## src/rtl/boot_clk_pkg.sv

```systemverilog
package boot_clk_pkg;
  typedef enum logic [2:0] {
    ST_START,
    ST_POLL_MAIN,
    ST_POLL_STAB,
    ST_POLL_MCK,
    ST_DONE,
    ST_FAIL
  } boot_st_e;

  localparam int unsigned PRES_W = 3;
  localparam logic [PRES_W-1:0] PRES_DIV1 = '0;
endpackage

```

## src/rtl/boot_clk_poll_timer.sv

```systemverilog
module boot_clk_poll_timer #(
  parameter int unsigned LIMIT = 1 << 20
) (
  input  logic clk_i,
  input  logic rst_ni,
  input  logic restart_i,
  input  logic run_i,
  output logic expired_o
);
  localparam int unsigned CNT_W = (LIMIT > 2) ? $clog2(LIMIT) : 1;
  localparam logic [CNT_W-1:0] LAST = CNT_W'(LIMIT - 1);

  logic [CNT_W-1:0] cnt_q;

  always_ff @(posedge clk_i or negedge rst_ni) begin
    if (!rst_ni)                         cnt_q <= '0;
    else if (restart_i)                  cnt_q <= '0;
    else if (run_i && (cnt_q != LAST))   cnt_q <= cnt_q + 1'b1;
  end

  assign expired_o = run_i && (cnt_q == LAST);

  // counter never passes the limit
  p_cnt_bound_r9: assert property (@(posedge clk_i) disable iff (!rst_ni)
    run_i && !restart_i && (cnt_q == LAST) |=> (cnt_q == LAST) || !run_i);
endmodule

```

## src/rtl/boot_clk_classify.sv

```systemverilog
module boot_clk_classify #(
  parameter int unsigned FREQ_W = 16,
  parameter int unsigned THRESH = 16
) (
  input  logic [FREQ_W-1:0] freq_i,
  output logic              is_ext_o
);
  localparam logic [FREQ_W-1:0] THRESH_V = FREQ_W'(THRESH);

  // unsigned compare; strictly above threshold means external clock
  assign is_ext_o = (freq_i > THRESH_V);
endmodule

```

## src/rtl/boot_clk_seq.sv

```systemverilog
module boot_clk_seq
  import boot_clk_pkg::*;
#(
  parameter int unsigned FREQ_W      = 16,
  parameter int unsigned STUP_W      = 8,
  parameter int unsigned EXT_THRESH  = 16,
  parameter int unsigned TIMEOUT_CYC = 1 << 20
) (
  input  logic              clk_i,
  input  logic              rst_ni,
  input  logic              main_rdy_i,
  input  logic [FREQ_W-1:0] main_freq_i,
  input  logic              osc_stable_i,
  input  logic              mck_rdy_i,
  output logic              osc_en_o,
  output logic              osc_bypass_o,
  output logic [STUP_W-1:0] osc_startup_o,
  output logic              mck_src_o,
  output logic [2:0]        prescale_o,
  output logic              src_ext_o,
  output logic              src_valid_o,
  output logic              done_o,
  output logic              err_o
);
  localparam logic [STUP_W-1:0] STUP_MAX = '1;

  boot_st_e state_q, state_d;
  logic     is_ext, expired, polling, restart;

  boot_clk_classify #(.FREQ_W(FREQ_W), .THRESH(EXT_THRESH)) i_classify (
    .freq_i   (main_freq_i),
    .is_ext_o (is_ext)
  );

  assign polling = (state_q == ST_POLL_MAIN) || (state_q == ST_POLL_STAB) ||
                   (state_q == ST_POLL_MCK);
  assign restart = (state_d != state_q);

  boot_clk_poll_timer #(.LIMIT(TIMEOUT_CYC)) i_timer (
    .clk_i     (clk_i),
    .rst_ni    (rst_ni),
    .restart_i (restart),
    .run_i     (polling),
    .expired_o (expired)
  );

  always_comb begin
    state_d = state_q;
    unique case (state_q)
      ST_START:     state_d = ST_POLL_MAIN;
      ST_POLL_MAIN: if (main_rdy_i)   state_d = is_ext ? ST_POLL_MCK : ST_POLL_STAB;
                    else if (expired) state_d = ST_FAIL;
      ST_POLL_STAB: if (osc_stable_i) state_d = ST_POLL_MCK;
                    else if (expired) state_d = ST_FAIL;
      ST_POLL_MCK:  if (mck_rdy_i)    state_d = ST_DONE;
                    else if (expired) state_d = ST_FAIL;
      default:      state_d = state_q;
    endcase
  end

  always_ff @(posedge clk_i or negedge rst_ni) begin
    if (!rst_ni) begin
      state_q       <= ST_START;
      osc_en_o      <= 1'b0;
      osc_bypass_o  <= 1'b0;
      osc_startup_o <= '0;
      mck_src_o     <= 1'b0;
      prescale_o    <= PRES_DIV1;
      src_ext_o     <= 1'b0;
      src_valid_o   <= 1'b0;
      done_o        <= 1'b0;
      err_o         <= 1'b0;
    end else begin
      state_q <= state_d;
      unique case (state_q)
        ST_START: osc_bypass_o <= 1'b1;
        ST_POLL_MAIN: begin
          if (main_rdy_i) begin
            src_valid_o <= 1'b1;
            src_ext_o   <= is_ext;
            if (is_ext) begin
              mck_src_o  <= 1'b1;
              prescale_o <= PRES_DIV1;
            end else begin
              osc_bypass_o  <= 1'b0;
              osc_en_o      <= 1'b1;
              osc_startup_o <= STUP_MAX;
            end
          end else if (expired) begin
            err_o <= 1'b1;
          end
        end
        ST_POLL_STAB: begin
          if (osc_stable_i) begin
            mck_src_o  <= 1'b1;
            prescale_o <= PRES_DIV1;
          end else if (expired) begin
            err_o <= 1'b1;
          end
        end
        ST_POLL_MCK: begin
          if (mck_rdy_i) begin
            done_o <= 1'b1;
          end else if (expired) begin
            mck_src_o <= 1'b0;
            err_o     <= 1'b1;
          end
        end
        default: ;
      endcase
    end
  end

  p_en_no_bypass_r6: assert property (@(posedge clk_i) disable iff (!rst_ni)
    osc_en_o |-> !osc_bypass_o);
  p_startup_max_r6: assert property (@(posedge clk_i) disable iff (!rst_ni)
    osc_en_o |-> (osc_startup_o == STUP_MAX));
  p_ext_no_osc_r5: assert property (@(posedge clk_i) disable iff (!rst_ni)
    src_valid_o && src_ext_o |-> osc_bypass_o && !osc_en_o);
  p_done_main_r7: assert property (@(posedge clk_i) disable iff (!rst_ni)
    done_o |-> mck_src_o && (prescale_o == PRES_DIV1));
  p_done_sticky_r8: assert property (@(posedge clk_i) disable iff (!rst_ni)
    done_o |=> done_o);
  p_err_slow_r9: assert property (@(posedge clk_i) disable iff (!rst_ni)
    err_o |-> !mck_src_o && !done_o);
  p_src_hold_r10: assert property (@(posedge clk_i) disable iff (!rst_ni)
    src_valid_o |=> src_valid_o && $stable(src_ext_o));
endmodule

```

## config.mk

```make
export PLATFORM = sky130hd
export DESIGN_NAME = boot_clk_seq
export DESIGN_NICKNAME = d
export VERILOG_FILES = /design/src/rtl/boot_clk_pkg.sv /design/src/rtl/boot_clk_poll_timer.sv /design/src/rtl/boot_clk_classify.sv /design/src/rtl/boot_clk_seq.sv
export SDC_FILE = /design/constraint.sdc
export NUM_CORES = 1
export LEC_CHECK = 0
export CORE_MARGIN = 1.5
export CORE_UTILIZATION = 45
export DETAILED_ROUTE_END_ITERATION = 6
export PLACE_DENSITY = 0.76
export REMOVE_ABC_BUFFERS = 1
export SYNTH_ARGS = -nofsm -noshare
export SYNTH_HDL_FRONTEND = slang
export SYNTH_SLANG_ARGS = --single-unit
```

## constraint.sdc

```tcl
create_clock -name clk_i -period 2.1 [get_ports clk_i]
set_clock_uncertainty 0.1 [all_clocks]
set_input_delay 0.315 -clock clk_i [delete_from_list [all_inputs] [get_ports clk_i]]
set_output_delay 0.315 -clock clk_i [all_outputs]
set_load 0.02 [all_outputs]
```

==> results.md, run 1 <==
* CTS H-tree depth at 2
* Power Density at 670 nW/µm²
* Clock network fraction of design power at 0.292
* Clock Pin Slew Worst Setup and Hold Paths at 60 ps
* Post-layout util at 0.648
* Area occupied by multi-input gates at between 900 and 1000 µm²
* Mapped cell area at 1730 µm²
* Routed WL per cell at between 10 and 15 µm
* Status: finished clean
* Clock Path Buffers at 2
* Final setup viols at 0
* Gr ovfl total at 0
* First drt pass iteration count at 4
* Crit-path max FO at 5
* Syn_area_per_cell at 9.58 µm²
* Synth top area share at 0.433
* Hold-fix buffers at CTS at 0
* Int Power at 1.14 mW
* Final period utilization at 1.00
* Yosys warnings at 0
* Sw frac at 0.291
* Area contributors post-synth: dfrtp_1 (43%), buf_4 (5.6%), nor2_1 (5.4%), xnor2_1 (5.1%), xor2_1 (3.0%)
* Syn-to-layout area delta at 37.7%
* Clock latency on the worst-skew pair at approximately 280 ps
* Starting Density at 0.470
* Worst path slowest cell: or4_4
* Library cells used by synthesis at 50
* DRC at 0
* Vias in the first global route at 1,410
* Die footprint at 4240 µm²
* Die height at 65.1 µm
* Final #Nets at 254
* Post-synthesis xor/xnor area fraction at 0.0808
* Sequential Power Share at 0.441
* Crit path capture type: flop
* Final Power at 1.60 mW
* Die width at 65.1 µm
* Final instance area at 2390 µm²
* ANT cells at 0
* RSZ-0062 raised after global routing: true
* Final Hold Fails at 0
* Layout cells sized above 1 at 0.227
* Placed Area at 2190 µm²
* Fillers at 300
* Adder-Cell Fraction of Synth Area at 0.00722
* Element type at the critical path start: flop
* Slew Viols, Final at 0
* Crit path kind: reg2reg
* Worst EP required at 2160 ps
* Crit path DAT at 2160 ps
* Sequential area share after synthesis at 0.433
* Hold WC Path Type: in2async
* Async SR Flop Fraction at 1.00
* Global-route wire length before repair at 6.17 mm
* Setup TNS at 0 ps
* Max Fclk at 0.476 GHz
* CP Cell Sequence: ha_2 > nand3_2 > or3_4 > or4_4 > nand3_4 > clkbuf_16 > nor2_2
* Post-synth EDFFs at 0
* Largest net degree at the start of global routing at 31
* Initial DRC Count at 43
* Rows at 22
* P_sw at between 0.4 and 0.5 mW
* Gate power share at 0.266
* Mux contribution to synthesized area at 0.0180
* Post-Synth Simple-Gate Area at 0.264
* CP max stage delay at 470 ps
* Clock sinks at 30
* Largest family of logic cells by synthesized area: simple AND/OR/NAND/NOR gates
* CTS Buf Count at 5
* GRT Overall Usage at 0.191
* Core box area at 3690 µm²
* Area fraction in compound gates after synthesis at 0.125
* #FFs+latches synth at 30
* Root buf cell: clkbuf_8
* Fin crit period at 2100 ps
* Port Buffers at 35
* GP Congestion at 0.820
* Vias per cell at 5.36
* Ports at 39
* Via count at between 1,500 and 2,000
* Final ANT Viol Nets at 0
* Total Wirelength at 4.19 mm
* Antenna violations before repair at 0
* HPWL Detailed at 2.83 mm
* CTS tree: yes
* Synth area leader: dfrtp_1
* MaxCap Viol Count at 0
* FF+latch area at between 700 and 800 µm²
* Top_reg_cell synth: dfrtp_1
* Mapped Cells at 181
* VDD IR max at 0.570 mV
* CP delay by family, top: simple AND/OR/NAND/NOR gates
* WP buf/inv at 1
* Pleak at 0.992 nW
-- flip-flops by register name (all words and copies together) (netlist names) --
signal	cells
done_o	1
src_ext_o	1
err_o	1
src_valid_o	1
mck_src_o	1
osc_bypass_o	1
i_timer.cnt_q	20
state_q	3
osc_startup_o	1
-- path summary, 6_finish.rpt --
check                                                endpoint  slack [ps]  cells past startpoint                          from
worst max register to register  i_timer.cnt_q[10]$_DFFE_PN0P_         0.4                      7  i_timer.cnt_q[0]$_DFFE_PN0P_
min in group clk_i                          err_o$_DFFE_PN0P_         350                      1             err_o$_DFFE_PN0P_
worst min register to register              err_o$_DFFE_PN0P_         350                      1             err_o$_DFFE_PN0P_
worst max-delay path            i_timer.cnt_q[10]$_DFFE_PN0P_         0.4                      7  i_timer.cnt_q[0]$_DFFE_PN0P_
worst min-delay path            i_timer.cnt_q[14]$_DFFE_PN0P_         310                      2                        rst_ni
max in group asynchronous             src_valid_o$_DFFE_PN0P_        1310                      2                        rst_ni
-- area by class of cell --
cell class	count	share of cell area
timing repair buffer	57	0.237
clock inverter	1	0.00210
tap	48	0.0251
clock buffer	7	0.0361
multi-input combinational	134	0.379
sequential	30	0.314
inverter	4	0.00629
-- stage by stage --
step | worst slack, ps | hold WS (ps) | std cells
6_report | 0.380 | 311 | 281
5_1_grt | -67.5 | 353 | 281
4_1_cts | 22.5 | 325 | 277
3_5_place_dp | 26.7 | 347 | 269
3_3_place_gp | 57.3 | 345 | 269
2_1_floorplan | -181 | -80.6 | 168
-- kinds of logic (layout without fill, tap and decap cells) --
logic type,count (synthesis),in the layout
simple gates,82,82
flops,30,30
buf+inv,19,69
compound gates,29,29
other cells,1,3
xor+xnor,16,16
mux,3,3
fa+ha+maj,1,1
-- Yosys cell counts, drive strengths merged, types with 2 or more instances --
cell type   n
nor2       26
o21ai       3
or2         2
buf        14
nor4        4
nand2      12
nand4       8
a31oi       2
and4        4
nor2b       2
o211ai      2
nand3       8
a21oi       9
and2        2
dfrtp      30
xor2        6
a211oi      2
inv         4
or3         2
nor3        6
xnor2      10
nor4b       2
mux2i       2
-- power groups by stage --
| stage | combinational [mW] | clock (mW) | sequential (mW) |
|---|---|---|---|
| 3_3_place_gp | 0.413 | 0 | 0.709 |
| 6_report | 0.426 | 0.468 | 0.706 |
| 3_5_place_dp | 0.417 | 0 | 0.713 |
| 5_1_grt | 0.464 | 0.514 | 0.714 |
| 4_1_cts | 0.417 | 0.479 | 0.702 |
| 2_1_floorplan | 0.118 | 0 | 0.790 |
-- placed cells by master, fill, tap and decap left out, drive strengths merged, types with 4 or more instances in the layout --
| cell | instances |
|---|---|
| dfrtp | 30 |
| clkdlybuf4s50 | 35 |
| nand3 | 8 |
| nor3 | 6 |
| nor2 | 26 |
| nor4 | 4 |
| nand4 | 8 |
| inv | 4 |
| buf | 20 |
| xor2 | 6 |
| clkbuf | 9 |
| nand2 | 12 |
| xnor2 | 10 |
| a21oi | 9 |
| and4 | 4 |
-- routing by layer --
metal	global-route usage	wire length [µm]
met5	0	0
met4	0.0807	144
met3	0.0556	236
met1	0.215	1700
met2	0.338	2110
-- what timing repair did --
action	CTS	global route
setup endpoints to repair	0	23
gates resized for setup	0	10
buffers inserted	0	1
(Power assumes the default switching activity.)
==> inputs of run 2 (changes only) <==
--- a/config.mk
+++ b/config.mk
@@ -10,6 +10,7 @@
 export DETAILED_ROUTE_END_ITERATION = 6
 export PLACE_DENSITY = 0.76
 export REMOVE_ABC_BUFFERS = 1
+export SKIP_LAST_GASP = 1
 export SYNTH_ARGS = -nofsm -noshare
 export SYNTH_HDL_FRONTEND = slang
 export SYNTH_SLANG_ARGS = --single-unit
==> results of run 2 <==
Same layout as run 1: the final DEF is identical, and so are final timing and power.
==> inputs of run 3 (changes only) <==
--- a/config.mk
+++ b/config.mk
@@ -8,7 +8,7 @@
 export CORE_MARGIN = 1.5
 export CORE_UTILIZATION = 45
 export DETAILED_ROUTE_END_ITERATION = 6
-export PLACE_DENSITY = 0.76
+export PLACE_DENSITY = 0.83
 export REMOVE_ABC_BUFFERS = 1
 export SKIP_LAST_GASP = 1
 export SYNTH_ARGS = -nofsm -noshare
==> run 3 against run 2 <==
Against the previous run:
- maximum frequency increased by 1.4%
- count of clock-buffer cells in the layout unchanged
- register-to-register slack better by 30 ps
- setup slack gained 29 ps
- via count decreased by 0.73%
- first-iteration DRC count grew 130%
- highest routed layer unchanged
==> results.md, run 3 (same netlist as run 1, synthesis figures left out) <==
* Status: finished clean (unchanged)
* Crit path capture type: flop (unchanged)
* Setup TNS at 0 ps (unchanged)
* Hold WC Path Type: in2async (unchanged)
* ANT cells at 0 (unchanged)
* GP Congestion at 0.818 (was 0.820)
* Core box area at 3690 µm² (unchanged)
* Slew Viols, Final at 0 (unchanged)
* Starting Density at 0.470 (unchanged)
* Fin crit period at 2070 ps (was 2100 ps)
* MaxCap Viol Count at 0 (unchanged)
* RSZ-0062 raised after global routing: true (unchanged)
* Gr ovfl total at 0 (unchanged)
* Root buf cell: clkbuf_8 (unchanged)
* Antenna violations before repair at 0 (unchanged)
* Clock Path Buffers at 2 (unchanged)
* Worst EP required at 2150 ps (was 2160 ps)
* DRC at 0 (unchanged)
* Global-route wire length before repair at 6.55 mm (was 6.17 mm)
* Dpl cells at 265 (was 269)
* Via count at 1,495 (was 1,506)
* Die footprint at 4240 µm² (unchanged)
* Largest register FFs at 20 (unchanged)
* Routed WL per cell at 14.8 µm (was 14.9 µm)
* Final instance area at 2320 µm² (was 2390 µm²)
* Final Power at 1.64 mW (was 1.60 mW)
* Clock Pin Slew Worst Setup and Hold Paths at 60 ps (about the same)
* Crit path DAT at 2120 ps (was 2160 ps)
* Rows at 22 (unchanged)
* GRT Overall Usage at 0.206 (was 0.191)
* Clock latency on the worst-skew pair at 280 ps (about the same)
* Largest net degree at the start of global routing at 31 (unchanged)
* Total Wirelength at 4.08 mm (was 4.19 mm)
* Syn-to-layout area delta at 34.1% (was 37.7%)
* Port Buffers at 35 (unchanged)
* HPWL Detailed at 2.85 mm (was 2.83 mm)
* Die height at 65.1 µm (unchanged)
* Final #Nets at 249 (was 254)
* CP max stage delay at 470 ps (about the same)
* Final setup viols at 0 (unchanged)
* Crit-path max FO at 10 (was 5)
* Final period utilization at 0.986 (was 1.00)
* Max Fclk at 0.483 GHz (was 0.476 GHz)
* Worst path slowest cell: or4_4 (unchanged)
* Power Density at 704 nW/µm² (was 670 nW/µm²)
* CTS tree: yes (unchanged)
* Vias in the first global route at 1,439 (was 1,410)
* Element type at the critical path start: flop (unchanged)
* Top Registers: i_timer.cnt_q (20), state_q (3) (unchanged)
* Most frequent cells in the layout: clkdlybuf4s50_1 (35), dfrtp_1 (30), nor2_1 (25) (was clkdlybuf4s50_1 (35), dfrtp_1 (30), nor2_1 (19))
* Largest Register: i_timer.cnt_q (unchanged)
* Final Hold Fails at 0 (unchanged)
* Fillers at 319 (was 300)
* Ports at 39 (unchanged)
* Clock sinks at 30 (unchanged)
* First drt pass iteration count at 4 (unchanged)
* Most common cell after layout, fill and taps aside: clkdlybuf4s50_1 (unchanged)
* VDD IR max at 0.387 mV (was 0.570 mV)
* Final Non-Filler Cells at 276 (was 281)
* CP Cell Sequence: ha_2 > nand3_2 > or3_4 > or4_4 > nand3_4 > buf_12 > a311oi_1 (was ha_2 > nand3_2 > or3_4 > or4_4 > nand3_4 > clkbuf_16 > nor2_2)
* CTS Buf Count at 5 (unchanged)
* Initial DRC Count at 99 (was 43)
* Crit path kind: reg2reg (unchanged)
* Final ANT Viol Nets at 0 (unchanged)
* Pleak at 0.987 nW (was 0.992 nW)
* CTS H-tree depth at 2 (unchanged)
* Placed Area at 2160 µm² (was 2190 µm²)
* Die width at 65.1 µm (unchanged)
* Vias per cell at 5.42 (was 5.36)
* Layout cells sized above 1 at 0.189 (was 0.227)
## run 3: cell types whose count changed in the layout (fill, tap and decap cells not counted)
cell / change
nor2_2: -6
clkbuf_16: -1
nor3_4: +1
o21ai_2: +1
buf_6: -1
nor3_2: -1
nor2_1: +6
o21ai_1: -1
buf_4: -3
## run 3: area by class of cell
class / count / area, µm² / share of cell area
sequential: 30 / 751 / 0.323
clock inverter: 1 / 5.00 / 0.00215
clock buffer: 7 / 86.3 / 0.0371
tap: 48 / 60.1 / 0.0258
timing repair buffer: 52 / 508 / 0.219
inverter: 4 / 15.0 / 0.00646
multi-input combinational: 134 / 900 / 0.387
## run 3: layer usage
| layer | global-route usage | up-vias | part of all wire |
|---|---|---|---|
| li1 | - | 734 | - |
| met1 | 0.261 | 725 | 0.44 |
| met2 | 0.325 | 28 | 0.50 |
| met5 | 0 | - | 0 |
| met3 | 0.0451 | 8 | 0.030 |
| met4 | 0.117 | 0 | 0.027 |
## run 3: worst paths after layout
check                                             start                             to  slack, ps  depth (start not counted)
max in group asynchronous                        rst_ni  i_timer.cnt_q[11]$_DFFE_PN0P_       1300                          2
min reg2reg                          done_o$_DFFE_PN0P_             done_o$_DFFE_PN0P_        370                          1
min in group clk_i                   done_o$_DFFE_PN0P_             done_o$_DFFE_PN0P_        370                          1
max                        i_timer.cnt_q[0]$_DFFE_PN0P_   i_timer.cnt_q[2]$_DFFE_PN0P_         30                          7
min                                              rst_ni  i_timer.cnt_q[17]$_DFFE_PN0P_        310                          2
max reg2reg                i_timer.cnt_q[0]$_DFFE_PN0P_   i_timer.cnt_q[2]$_DFFE_PN0P_         30                          7
## run 3: worst max-delay path: cells and delay by family, from the launching register on
kind	cells	cell delay [ps]
buf+inv	1	140
flops	1	350
simple gates	4	1090
compound gates	1	50
fa+ha+maj	1	200
## run 3: where the power goes
| group | switching [mW] | internal (mW) |
|---|---|---|
| Sequential | 0.0531 | 0.653 |
| Combinational | 0.215 | 0.235 |
| Clock | 0.217 | 0.264 |
| Total | 0.485 | 1.15 |
## run 3: repair_timing
action                     CTS  global route
gates resized for setup      0             6
buffers inserted             0             2
setup endpoints to repair    0            23
hold buffers                 0             0
## run 3: per-stage QoR
| step | utilization | hold slack [ps] | setup slack, ps |
|---|---|---|---|
| final | 0.630 | 314 | 28.9 |
| after global routing | 0.630 | 361 | -35.2 |
| after CTS | 0.611 | 326 | 7.35 |
| after detailed placement | 0.586 | 358 | 13.6 |
| after global placement | 0.586 | 353 | 59.9 |
| after floorplan | - | -80.6 | -181 |
